`config.mk`:
```
export PLATFORM = sky130hd
export DESIGN_NAME = imask_ctrl
export DESIGN_NICKNAME = d
export VERILOG_FILES = /design/src/rtl/imask_ctrl.sv
export SDC_FILE = /design/constraint.sdc
export NUM_CORES = 1
export LEC_CHECK = 0
export BUFFER_PORTS_ARGS = -buffer_cell sky130_fd_sc_hd__buf_2
export CAP_MARGIN = 20
export CORE_AREA = 5 5 216 270
export DETAILED_ROUTE_END_ITERATION = 12
export DIE_AREA = 0 0 221 275
export PLACE_DENSITY = 0.57
export RECOVER_POWER = 50
export SYNTH_ARGS = -nofsm -noshare
export SYNTH_HDL_FRONTEND = slang
export SYNTH_SLANG_ARGS = --single-unit
```
`constraint.sdc`:
```
create_clock -name clk -period 116 [get_ports clk]
set_input_delay 5.8 -clock clk [delete_from_list [all_inputs] [get_ports clk]]
set_output_delay 5.8 -clock clk [all_outputs]
set_load 0.02 [all_outputs]
```
`src/rtl/imask_ctrl.sv`:
```
module imask_ctrl #(
  parameter int NSRC = 64,
  parameter int LW   = 3
) (
  input  logic        clk,
  input  logic        rst_n,
  input  logic [63:0] req,
  input  logic        wr_en,
  input  logic [7:0]  wr_addr,
  input  logic [7:0]  wr_data,
  input  logic [7:0]  rd_addr,
  output logic [7:0]  rd_data,
  output logic        irq_pending,
  output logic [2:0]  win_level,
  output logic [5:0]  win_index
);
  localparam int IW = $clog2(NSRC);

  logic [NSRC-1:0] mask;
  logic [LW-1:0]   lvl [NSRC];
  logic [LW-1:0]   best_l;
  logic [IW-1:0]   best_i;

  wire wr_set = wr_en && wr_addr == 8'h00;
  wire wr_clr = wr_en && wr_addr == 8'h01;
  wire wr_lvl = wr_en && wr_addr[7:6] == 2'b01;
  wire every  = wr_data[6];
  wire unused_bit = wr_data[7];

  always_ff @(posedge clk) begin
    if (!rst_n) begin
      mask <= '1;
    end else if (wr_set) begin
      if (every) mask <= '1;
      else       mask[wr_data[IW-1:0]] <= 1'b1;
    end else if (wr_clr) begin
      if (every) mask <= '0;
      else       mask[wr_data[IW-1:0]] <= 1'b0;
    end
  end

  always_ff @(posedge clk) begin
    if (!rst_n) begin
      for (int i = 0; i < NSRC; i++) lvl[i] <= '0;
    end else if (wr_lvl) begin
      lvl[wr_addr[IW-1:0]] <= wr_data[LW-1:0];
    end
  end

  always_comb begin
    best_l = '0;
    best_i = '0;
    for (int i = 0; i < NSRC; i++)
      if (req[i] && !mask[i] && lvl[i] > best_l) begin
        best_l = lvl[i];
        best_i = IW'(i);
      end
  end

  assign irq_pending = best_l != '0;
  assign win_level   = best_l;
  assign win_index   = best_i;

  always_comb begin
    rd_data = 8'h00;
    if (rd_addr[7:6] == 2'b01)
      rd_data = {{(8-LW){1'b0}}, lvl[rd_addr[IW-1:0]]};
    else if (rd_addr[7:3] == 5'b00001)
      rd_data = mask[rd_addr[2:0]*8 +: 8];
    else if (rd_addr[7:3] == 5'b00010)
      rd_data = req[rd_addr[2:0]*8 +: 8];
  end


  set_bit_chk: assert property (@(posedge clk) disable iff (!rst_n)
    (wr_set && !every) |=> mask[$past(wr_data[IW-1:0])]);

  clear_bit_chk: assert property (@(posedge clk) disable iff (!rst_n)
    (wr_clr && !every) |=> !mask[$past(wr_data[IW-1:0])]);

  set_all_chk: assert property (@(posedge clk) disable iff (!rst_n)
    (wr_set && every) |=> (&mask));

  clear_all_chk: assert property (@(posedge clk) disable iff (!rst_n)
    (wr_clr && every) |=> (mask == '0));

  mask_hold_chk: assert property (@(posedge clk) disable iff (!rst_n)
    !(wr_set || wr_clr) |=> $stable(mask));

  winner_ok_chk: assert property (@(posedge clk) disable iff (!rst_n)
    irq_pending |-> (req[win_index] && !mask[win_index] && lvl[win_index] == win_level));

  idle_out_chk: assert property (@(posedge clk) disable iff (!rst_n)
    !irq_pending |-> (win_level == 3'd0 && win_index == 6'd0));
endmodule

```
# Word level (Yosys, flattened, before mapping)

Memories as Yosys holds them, arrays and structs flattened.
Cells that the tools add are included.

Bits in registers: 64
Memories: 1
Bits of input ports: 91
Bits in writable memories: 192

$lt $le $gt $ge: 66
Bitwise operators: 3
Muxes and demuxes: 143
Shift operators: 2
Reductions and logical operators: 200
Eq/ne operators: 5

Memories:

| name | depth | width | rd ports | clocked after memory_dff | write ports | line | text |
|---|---|---|---|---|---|---|---|
| lvl  | 64    | 3     | 65       | 0                        | 64          | 20   | `logic [LW-1:0] lvl [NSRC];` |

Operator list:

| operator           | count |
|---|---|
| $mux 6             | 63 |
| $mux 64            | 4 |
| $mux 3             | 65 |
| $gt 3x3->1         | 63 |
| $logic_and 1x1->1  | 132 |
| $shiftx 64x7->8    | 2 |
| $and 64x64->64     | 1 |
| $logic_not 1->1    | 64 |
| $not 64->64        | 1 |
| $or 64x64->64      | 1 |
| $mux 8             | 3 |
| $eq 8x1->1 const B | 1 |
| $logic_not 8->1    | 1 |
| $lt 6x7->1 const B | 1 |
| $mux 1             | 7 |
| $demux 1 s6        | 1 |
| $ge 6x1->1 const B | 1 |
| $eq 5x1->1 const B | 1 |
| $eq 5x2->1 const B | 1 |
| $eq 2x1->1 const B | 2 |
| $gt 3x1->1 const B | 1 |
| $reduce_bool 3->1  | 1 |
| $reduce_or 3->1    | 1 |
| $reduce_bool 2->1  | 1 |

# Logic depth before layout (Yosys ltp)

Gate-level depths: netlist of the first run.

Word-level depth: 194
Gate-level depth with buffers: 436
Mapped depth without buffers: 436

# Worst setup path after synthesis of the first run

Ideal clock, no wire load.

Path type: input to output
From: in req[0]
To: out irq_pending
Path slack: 28.213 ns
Arrival: 81.987 ns
Data required time: 110.200 ns
Cell stages on the path: 420
Cells stage by stage: nor2b_1 nand2_1 ha_1 nor2b_4 o31a_4 nand2_1 mux2_2 ha_1 nor2_1 o211ai_1 a311o_1 mux2_2 ha_1 nor2_1 maj3_1 a32oi_1 mux2_2 ha_1 [... 384 more ...] a221o_1 a311o_2 nand2_1 ha_1 inv_1 a21oi_1 a21oi_1 maj3_1 nand2_1 mux2i_1 ha_1 nor2b_1 o21a_1 o2111ai_1 nor2_1 a21oi_1 o21bai_1 a211o_1

Word-level cells in the longest chain between the ends: 193

Ends and longest elaborated chain:

| what                                | line | text |
|---|---|---|
| start: declaration                  | 7    | `input logic [63:0] req,` |
| $logic_and 1x1->1 (*) (2 in series) | 54   | `if (req[i] && !mask[i] && lvl[i] > best_l) begin` |
| $mux 3 (*)                          | 54   |  |
| $gt 3x3->1                          | 54   |  |
| $logic_and 1x1->1                   | 54   |  |
| $mux 3 (*)                          | 54   |  |
| $gt 3x3->1                          | 54   |  |
| $logic_and 1x1->1                   | 54   |  |
| $mux 3 (*)                          | 54   |  |
| [... 177 more ...]                  | n/a  |  |
| $gt 3x3->1                          | 54   |  |
| $logic_and 1x1->1                   | 54   |  |
| $mux 3 (*)                          | 54   |  |
| $gt 3x3->1                          | 54   |  |
| $logic_and 1x1->1                   | 54   |  |
| $mux 3 (*)                          | 54   |  |
| net win_level[2]                    | 14   | `output logic [2:0] win_level,` |
| $reduce_bool 3->1 (*)               | 60   | `assign irq_pending = best_l != '0;` |
| end: declaration                    | 13   | `output logic irq_pending,` |

Mark *: on every way through the listed nets, which the timed path passes. The rest lies on a longest branch.

# Worst setup path in the final report of the first run

From: in req[0]
To: out win_index[5]

Word-level cells in the longest chain between the ends: 192

Ends and longest elaborated chain:

| what                                | line | text |
|---|---|---|
| $logic_and 1x1->1 (*) (2 in series) | 54   |  |
| $mux 3 (*)                          | 54   |  |
| $gt 3x3->1                          | 54   |  |
| $logic_and 1x1->1                   | 54   |  |
| $mux 3 (*)                          | 54   |  |
| $gt 3x3->1                          | 54   |  |
| $logic_and 1x1->1                   | 54   |  |
| $mux 3 (*)                          | 54   |  |
| [... 175 more ...]                  | n/a  |  |
| $logic_and 1x1->1                   | 54   |  |
| $mux 3                              | 54   |  |
| $gt 3x3->1                          | 54   |  |
| $logic_and 1x1->1                   | 54   |  |
| $mux 3                              | 54   |  |
| $gt 3x3->1                          | 54   |  |
| $logic_and 1x1->1                   | 54   |  |
| $mux 6 (*)                          | 54   |  |
| end: declaration                    | 15   | `output logic [5:0] win_index` |

Every way passes the cells marked *; elsewhere a longest branch is shown, timed or not.

==> impl_metrics.csv, run 1 <==
group,metric,value,unit
run_status,status,"complete, but fails checks",
run_status,violations,"max-capacitance violations, max-slew violations",
clock_tree,clock_sinks,256,
grt,grt_max_degree,79,
job,max-cap-violations,9,
clock_tree,cts_buffers,27,
clock_tree,cts_resized,0,
synth,synth.top_cell.area_share,26.37,%
placement,dp_hpwl,60310,µm
sta,relSlewSlack,-80.88,%
detailed_routing,drt_iter0_markers,1891,
placement,io_buffers,107,
placement,gp_congestion,0.9508,
sta,setup_tns,0,ns
pwr,power_frac_seq,46.4,%
grt,grt_pass1_vias,19980,
sta,rsz0062_at_grt,"no",
cells_and_area,multi_input_area,0.01394,mm²
sta,tightest_slew,2.713,ns
cells_and_area,insertedDiodeCount,0,
pwr,internal_power,0.0001681,W
clock_tree,post-cts-setup-buffers,0,
detailed_routing,vias,20630,
hold_path,holdCritPathClass,"flip-flop to flip-flop",
sta,fin_skew,0,ns
sta,hold-worst-slack,0.5150,ns
synth,synthFlopType,"edfxtp_1",
critical_path,critical_path.startpoint_type,"input pin",
pwr,vdd_ir_drop_max,0.00001118,V
critical_path,path_buf_inv,10,
cells_and_area,final_cell_mix,"nor2_1, o21ai_0, nand2_1",
pwr,p_sw,0.00006177,W
detailed_routing,wl_per_cell,23.65,µm
floorplanning,start_util,39.33,%
placement,dp_cells,3290,
sta,slew_viol_final,309,
synth,yosysTopAreaCell,"edfxtp_1",
critical_path,cpMaxStageDelayCell,"a311oi_1",
sta,fmax,9.925,MHz
synth,syn_area,0.02186,mm²
detailed_routing,vias_per_cell,6.172,
detailed_routing,routed_wl,79040,µm
floorplanning,ios,109,
synth,syn_inst,2534,
clock_tree,postCtsHoldBufs,0,
clock_tree,path_clk_slew,0.07,ns
floorplanning,die_w,221,µm
cells_and_area,fillers,5575,
sta,setup_viol,0,
grt,overflow,0,
detailed_routing,final_antenna_net_count,0,
clock_tree,htreeDepth,1,
synth,synthArstFlopShare,0,%
pwr,clkPwrFrac,40.3,%
cells_and_area,final_util,43.10,%
critical_path,cp_common_cell,"nor2_1",
floorplanning,die_h,275,µm
critical_path,critical_path_arrival,94.95,ns
floorplanning,die_area,0.06078,mm²
cells_and_area,layout-drive-gt1-share,13.96,%
synth,ys_warn_count,0,
detailed_routing,first_pass_iters,6,
critical_path,endpoint_kind,"output pin",
grt,grt.total_usage,24.69,%
synth,synth-seq-area-share,32.23,%
sta,period_needed,100.75,ns
clock_tree,cts_tree,"done",
cells_and_area,area_growth,9.593,%
placement,place_ws,15.96,ns
cells_and_area,regArea,0.007047,mm²
grt,grt_antenna_before_repair,1,
pwr,swShare,26.87,%
pwr,p_comb_share,13.3,%
sta,min_period_over_period,86.86,%
critical_path,max_stage_delay,0.79,ns
critical_path,cp.required,110.20,ns
detailed_routing,drcViolationCount,0,
critical_path,crit_family,"compound AO/OA/AOI/OAI gates",
clock_tree,cts-root-buf,"clkbuf_16",
synth,synth_enable_flop_cells,192,
clock_tree,clk_latency,0.58,ns
synth,ys_seq_elements,256,
floorplanning,core_area,0.05559,mm²
grt,grt_pass1_wl,118000,µm
cells_and_area,final_nets,2739,
floorplanning,rows,97,
synth,synth.net_count,2693,
pwr,p_leak,9.121,nW
critical_path,r2r_slack,115.15,ns
synth,synth_area_per_cell,8.627,µm²
clock_tree,cts_buffer_depth,3,
pwr,p_per_area,9.595,mW/mm²
critical_path,critPathKind,"input pin to output pin",
cells_and_area,final_cell_count_no_fill,3342,
sta,hold_viol_final,0,
cells_and_area,final_common_cell,"nor2_1",
synth,yosysUniqueCellTypes,113,
critical_path,path_max_fanout,9,
sta,worst_slack,15.25,ns
synth,synth.top_cells.by_area,"edfxtp_1, mux4_2, nor2_1, dfxtp_1, o21ai_0",
-- cell families (layout without fill, tap and decap cells) --
logic type	after synthesis	count (layout)	synth area share (%)
muxes	129	129	10.99
and+or+nand+nor	968	968	21.05
DFF	256	256	32.23
adders and majority gates	97	97	5.231
AOI/OAI and AO/OA	861	861	26.49
buffers and inverters	223	289	4.006
-- worst reg2reg max path, stage by stage, from the launching register on --
cell and delay (ns):
dfxtp_1 0.52, o21ai_0 0.15, o211ai_1 0.11
-- per-layer routing --
| layer | wire [µm] | part of all wire, % | GRT usage, % |
|---|---|---|---|
| met3 | 4476 | 5.7 | 2.455 |
| met1 | 29420 | 37 | 27.76 |
| met5 | 13 | 0.016 | 0 |
| met2 | 40150 | 51 | 46.12 |
| met4 | 4980 | 6.3 | 13.16 |
-- synth_stat cells (24+ instances only) --
cell type	instances
and2b_1	25
mux4_2	86
a21o_1	24
ha_1	68
nor3_1	35
a31oi_1	28
edfxtp_1	192
nor2_1	371
inv_1	111
nand3_1	60
nand2_1	234
a21oi_1	173
o21a_1	48
o211ai_1	89
nor2b_1	48
maj3_1	27
and3_1	25
clkbuf_1	87
and2_1	48
dfxtp_1	64
o21ai_0	234
-- final timing paths --
kind | from | to | cells past startpoint
worst max-delay path | req[0] | win_index[5] | 423
worst min register to register | mask[14] | mask[14] | 2
worst min-delay path | mask[14] | mask[14] | 2
worst max register to register | mask[25] | mask[25] | 2
-- sequential cells by signal, summed over array words and instances (netlist names) --
signal / count
lvl: 192
mask: 64
-- power groups by stage --
| stage | Combinational [W] | Sequential (W) | Clock, W |
|---|---|---|---|
| floorplan | 0.0000206 | 0.000106 | 0 |
| CTS | 0.0000300 | 0.000107 | 0.0000939 |
| detailed placement | 0.0000299 | 0.000108 | 0 |
| global placement | 0.0000294 | 0.000108 | 0 |
| global route | 0.0000327 | 0.000107 | 0.0000971 |
| finish | 0.0000305 | 0.000107 | 0.0000927 |
-- cell type report --
type	instances	share of cell area (%)
clock inverter	16	0.9348
timing repair buffer	129	2.925
clock buffer	33	2.914
sequential	256	29.41
multi-input combinational	2055	58.20
inverter	111	1.739
tap	742	3.875
-- metrics by stage --
step	total power, W	area [µm²]
floorplan	0.0001269	21860
global placement	0.0001378	23020
detailed placement	0.0001384	23020
CTS	0.0002305	23950
global route	0.0002370	23960
finish	0.0002299	23960
Note: power is estimated with default switching activity, not from simulation.
==> inputs of run 2 (changes only) <==
- CORE_AREA: 5 5 216 270 -> 5 5 177 222
- CTS_CLUSTER_SIZE: default -> 8
- DIE_AREA: 0 0 221 275 -> 0 0 182 227
- PLACE_DENSITY: 0.57 -> 0.79
==> run 2 against run 1 <==
Worst setup slack improved by 0.26 ns. The run still ends with max-capacitance violations, max-slew violations left. Non-clock buffer count down 7. Sequential cell count unchanged. Register-to-register slack worse by 0.08 ns. Critical path depth shrank 1. Critical path type unchanged. Hold slack improved by 0.010 ns.
==> impl_metrics.csv, run 2 (synthesis gave the netlist of run 1 again) <==
group,metric,value,unit
run_status,status,"complete, but fails checks",
run_status,violations,"max-capacitance violations, max-slew violations",
floorplanning,die_area,0.04131,mm²
cells_and_area,largest_register_ffs,192,
sta,rsz0062_at_grt,"no",
clock_tree,clock_sinks,256,
placement,dp_cells,3030,
cells_and_area,top_regs,"lvl x192, mask x64",
hold_path,holdCritPathClass,"flip-flop to flip-flop",
placement,dp_hpwl,55640,µm
cells_and_area,final_nets,2742,
sta,min_period_over_period,86.63,%
detailed_routing,final_antenna_net_count,0,
detailed_routing,wl_per_cell,23.68,µm
critical_path,critPathKind,"input pin to output pin",
cells_and_area,insertedDiodeCount,0,
clock_tree,postCtsHoldBufs,0,
cells_and_area,final_cell_count_no_fill,3089,
grt,grt_max_degree,73,
critical_path,cp.required,110.20,ns
grt,grt_pass1_wl,111800,µm
detailed_routing,drt_iter0_markers,2490,
detailed_routing,drcViolationCount,0,
sta,fmax,9.951,MHz
detailed_routing,vias_per_cell,6.890,
grt,grt_pass1_vias,20320,
grt,overflow,0,
cells_and_area,final_common_cell,"nor2_1",
sta,slew_viol_final,256,
detailed_routing,first_pass_iters,6,
critical_path,cp_common_cell,"nor2_1",
placement,gp_congestion,1.015,
grt,grt.total_usage,34.36,%
cells_and_area,regMostFlops,"lvl",
clock_tree,post-cts-setup-buffers,0,
detailed_routing,routed_wl,73130,µm
clock_tree,path_clk_slew,0.05,ns
cells_and_area,final_cell_mix,"nor2_1, o21ai_0, nand2_1",
clock_tree,cts-root-buf,"clkbuf_16",
floorplanning,rows,79,
detailed_routing,vias,21280,
grt,grt_antenna_before_repair,1,
sta,period_needed,100.49,ns
sta,tightest_slew,3.466,ns
critical_path,path_max_fanout,9,
critical_path,critical_path_arrival,94.69,ns
critical_path,cpMaxStageDelayCell,"nor4bb_1",
pwr,vdd_ir_drop_max,0.00001263,V
critical_path,endpoint_kind,"output pin",
sta,fin_skew,0,ns
cells_and_area,area_growth,8.305,%
critical_path,max_stage_delay,1.04,ns
sta,setup_viol,0,
clock_tree,cts_resized,0,
pwr,p_leak,9.131,nW
floorplanning,core_area,0.03687,mm²
floorplanning,ios,109,
floorplanning,die_h,227,µm
clock_tree,cts_tree,"done",
clock_tree,htreeDepth,2,
sta,setup_tns,0,ns
clock_tree,clk_latency,0.53,ns
sta,hold_viol_final,0,
clock_tree,cts_buffers,37,
cells_and_area,layout-drive-gt1-share,13.71,%
floorplanning,die_w,182,µm
job,max-cap-violations,6,
pwr,p_per_area,9.946,mW/mm²
pwr,finalPower,0.0002355,W
floorplanning,start_util,59.29,%
critical_path,critical_path.startpoint_type,"input pin",
placement,io_buffers,107,
sta,relSlewSlack,-131.1,%
clock_tree,cts_buffer_depth,3,
[run 2: changes by cell type in the layout (fill, tap and decap cells not counted), moves of 2 or more]
| cell | change |
|---|---|
| bufinv_16 | -5 |
| clkbuf_1 | +11 |
| clkbuf_16 | +10 |
| clkinv_2 | -3 |
| clkinv_1 | -3 |
| buf_12 | -2 |
| clkinvlp_2 | -2 |
[run 2: power breakdown]
group | leakage (nW) | switching, W | total, W | internal, W
registers | 2.34 | 0.00000485 | 0.000107 | 0.000102
clock network | 0.497 | 0.0000395 | 0.0000985 | 0.0000590
logic | 6.29 | 0.0000180 | 0.0000299 | 0.0000119
total | 9.13 | 0.0000624 | 0.000235 | 0.000173
[run 2: metal layers]
metal | part of all wire [%] | global-route usage [%]
met1 | 36 | 40.72
met2 | 47 | 57.49
met3 | 8.3 | 5.578
met4 | 8.4 | 23.78
met5 | 0.015 | 0
[run 2: path summary, 6_finish.rpt]
check	start	endpoint	slack [ns]	cells after the start
min	mask[36]	mask[36]	0.53	2
max	req[0]	win_index[5]	15.51	422
max reg2reg	mask[2]	mask[2]	115.07	2
min reg2reg	mask[36]	mask[36]	0.53	2
[run 2: per-stage QoR]
stage	hold slack (ns)	area [µm²]	setup slack, ns	util, %
floorplan	0.4862	21860	28.21	-
global placement	0.4946	22670	18.30	61.48
detailed placement	0.5106	22670	16.85	61.48
CTS	0.5187	23700	16.42	64.29
global route	0.5530	23680	8.365	64.22
finish	0.5253	23680	15.51	64.22
[run 2: final cells by class]
cell class / instances / area, µm²
Timing Repair Buffer: 122 / 629.4
Tap cell: 486 / 608.1
Clock inverter: 3 / 37.54
Fill cell: 3091 / 13190
Clock buffer: 56 / 997.2
Inverter: 111 / 416.7
Multi-Input combinational cell: 2055 / 13940
Sequential cell: 256 / 7047
[run 2: critical path: cells and delay by family]
family	cells	cell delay, ns
AOI/OAI and AO/OA	150	33.27
adders and majority gates	91	27.21
and+or+nand+nor	151	20.75
muxes	20	6.54
buffers and inverters	10	0.95
==> inputs of run 3 (changes only) <==
- clock period: 116 -> 98.7 ns (I/O delays scaled with it)
==> run 3 against run 2 <==
The run still ends with max-capacitance violations, max-slew violations left. Sequential share of layout area decreased by 0.45 points. Total power increased by 20%. Register-to-register slack got worse by 17 ns. Sequential cell count unchanged. Sequential power increased by 18%. Combinational power increased by 18%. Routed wire length decreased by 0.20%. First-iteration DRC count increased by 8.3%. Critical endpoint unchanged. Largest power group unchanged.
==> impl_metrics.csv, run 3 (synthesis gave the netlist of run 1 again) <==
group,metric,value,unit
run_status,status,"complete, but fails checks",
detailed_routing,final_antenna_net_count,0,
pwr,p_leak,9.245,nW
floorplanning,die_area,0.04131,mm²
detailed_routing,routed_wl,72990,µm
placement,gp_congestion,1.024,
placement,place_ws,2.185,ns
placement,dp_hpwl,54810,µm
pwr,finalPower,0.0002828,W
critical_path,cp_common_cell,"nor2_1",
critical_path,path_max_fanout,9,
floorplanning,start_util,59.29,%
pwr,p_per_area,11.76,mW/mm²
floorplanning,ios,109,
grt,grt_antenna_before_repair,0,
sta,slew_viol_final,262,
grt,grt_pass1_vias,20240,
floorplanning,core_area,0.03687,mm²
sta,setup_viol,0,
detailed_routing,wl_per_cell,23.50,µm
critical_path,cpMaxStageDelayCell,"maj3_1",
detailed_routing,drt_iter0_markers,2696,
sta,hold_viol_final,0,
floorplanning,rows,79,
critical_path,reg2reg_from,"mask[25]",
detailed_routing,first_pass_iters,7,
hold_path,hp-start,"mask[31]",
detailed_routing,drcViolationCount,0,
clock_tree,clock_sinks,256,
detailed_routing,vias_per_cell,6.852,
cells_and_area,final_common_cell,"nor2_1",
clock_tree,path_clk_slew,0.04,ns
critical_path,critical_path.startpoint_type,"input pin",
placement,io_buffers,107,
run_status,violations,"max-capacitance violations, max-slew violations",
cells_and_area,area_growth,9.976,%
cells_and_area,final_nets,2750,
sta,period_needed,93.39,ns
cells_and_area,layout-drive-gt1-share,15.28,%
job,max-cap-violations,8,
critical_path,critical_path_arrival,88.45,ns
floorplanning,die_w,182,µm
pwr,vdd_ir_drop_max,0.00001407,V
clock_tree,htreeDepth,2,
hold_path,holdCritPathClass,"flip-flop to flip-flop",
critical_path,cp.required,93.76,ns
cells_and_area,final_cell_count_no_fill,3106,
grt,overflow,0,
cells_and_area,final_cell_mix,"nor2_1, nand2_1, o21ai_0",
clock_tree,cts-root-buf,"clkbuf_16",
clock_tree,cts_buffer_depth,3,
cells_and_area,regMostFlops,"lvl",
cells_and_area,top_regs,"lvl x192, mask x64",
grt,grt.total_usage,33.93,%
detailed_routing,vias,21280,
sta,relSlewSlack,-56.75,%
clock_tree,clk_latency,0.52,ns
sta,fmax,10.71,MHz
floorplanning,die_h,227,µm
critical_path,crit_path_start,"req[0]",
sta,worst_slack,5.314,ns
sta,min_period_over_period,94.62,%
critical_path,max_stage_delay,0.43,ns
clock_tree,cts_buffers,38,
sta,tightest_slew,2.351,ns
cells_and_area,largest_register_ffs,192,
critical_path,critPathKind,"input pin to output pin",
placement,dp_cells,3031,
grt,grt_pass1_wl,110500,µm
clock_tree,cts_tree,"done",
critical_path,endpoint_kind,"output pin",
grt,grt_max_degree,81,
sta,fin_skew,0,ns
## run 3: final timing paths
path,to,slack (ns),cells after the start
worst max-delay path,win_index[5],5.31,426
worst min-delay path,mask[31],0.52,2
worst min register to register,mask[31],0.52,2
worst max register to register,mask[25],97.81,2
## run 3: timing repair
action | 4_1_cts | 5_1_grt
endpoints found under the setup margin | 0 | 10
hold buffers | 0 | 0
gates resized for setup | 0 | 52
setup buffers | 0 | 4
endpoints found under the hold margin | 0 | 0
## run 3: metrics by stage
| stage | cell area [µm²] | utilization [%] | setup TNS (ns) | hold slack [ns] |
|---|---|---|---|---|
| finish | 24040 | 65.21 | 0 | 0.5222 |
| global route | 24040 | 65.20 | -0.4437 | 0.5419 |
| CTS | 23790 | 64.54 | 0 | 0.5180 |
| detailed placement | 22680 | 61.50 | 0 | 0.5113 |
| global placement | 22680 | 61.50 | 0 | 0.4966 |
| floorplan | 21860 | - | 0 | 0.4862 |
## run 3: where the power goes
| part | switching (W) | internal, W |
|---|---|---|
| combinational | 0.0000212 | 0.0000141 |
| clock | 0.0000473 | 0.0000742 |
| sequential | 0.00000592 | 0.000120 |
## run 3: layout make-up
class	instances	area, µm²
antenna	2	5.005
clock buffer	64	1080
clock inverter	3	38.79
fill	3078	12830
inverter	111	416.7
multi-input combinational	2055	14180
sequential	256	7047
tap	486	608.1
timing repair buffer	129	669.4
## run 3: worst max-delay path: cells and delay by family
kind / cells / cell delay (ns)
compound gates: 149 / 28.44
buf+inv: 10 / 1.08
mux: 21 / 6.61
simple gates: 155 / 20.06
fa+ha+maj: 91 / 27.20
## run 3: metal layers
layer / part of all wire [%] / global-route usage [%] / vias to the layer above / wire length [µm]
li1: - / - / 9676 / -
met1: 36 / 40.59 / 10140 / 26210
met2: 47 / 56.93 / 1192 / 34440
met3: 8.7 / 4.619 / 271 / 6329
met4: 8.2 / 23.66 / 0 / 6006
met5: 0 / 0 / - / 0
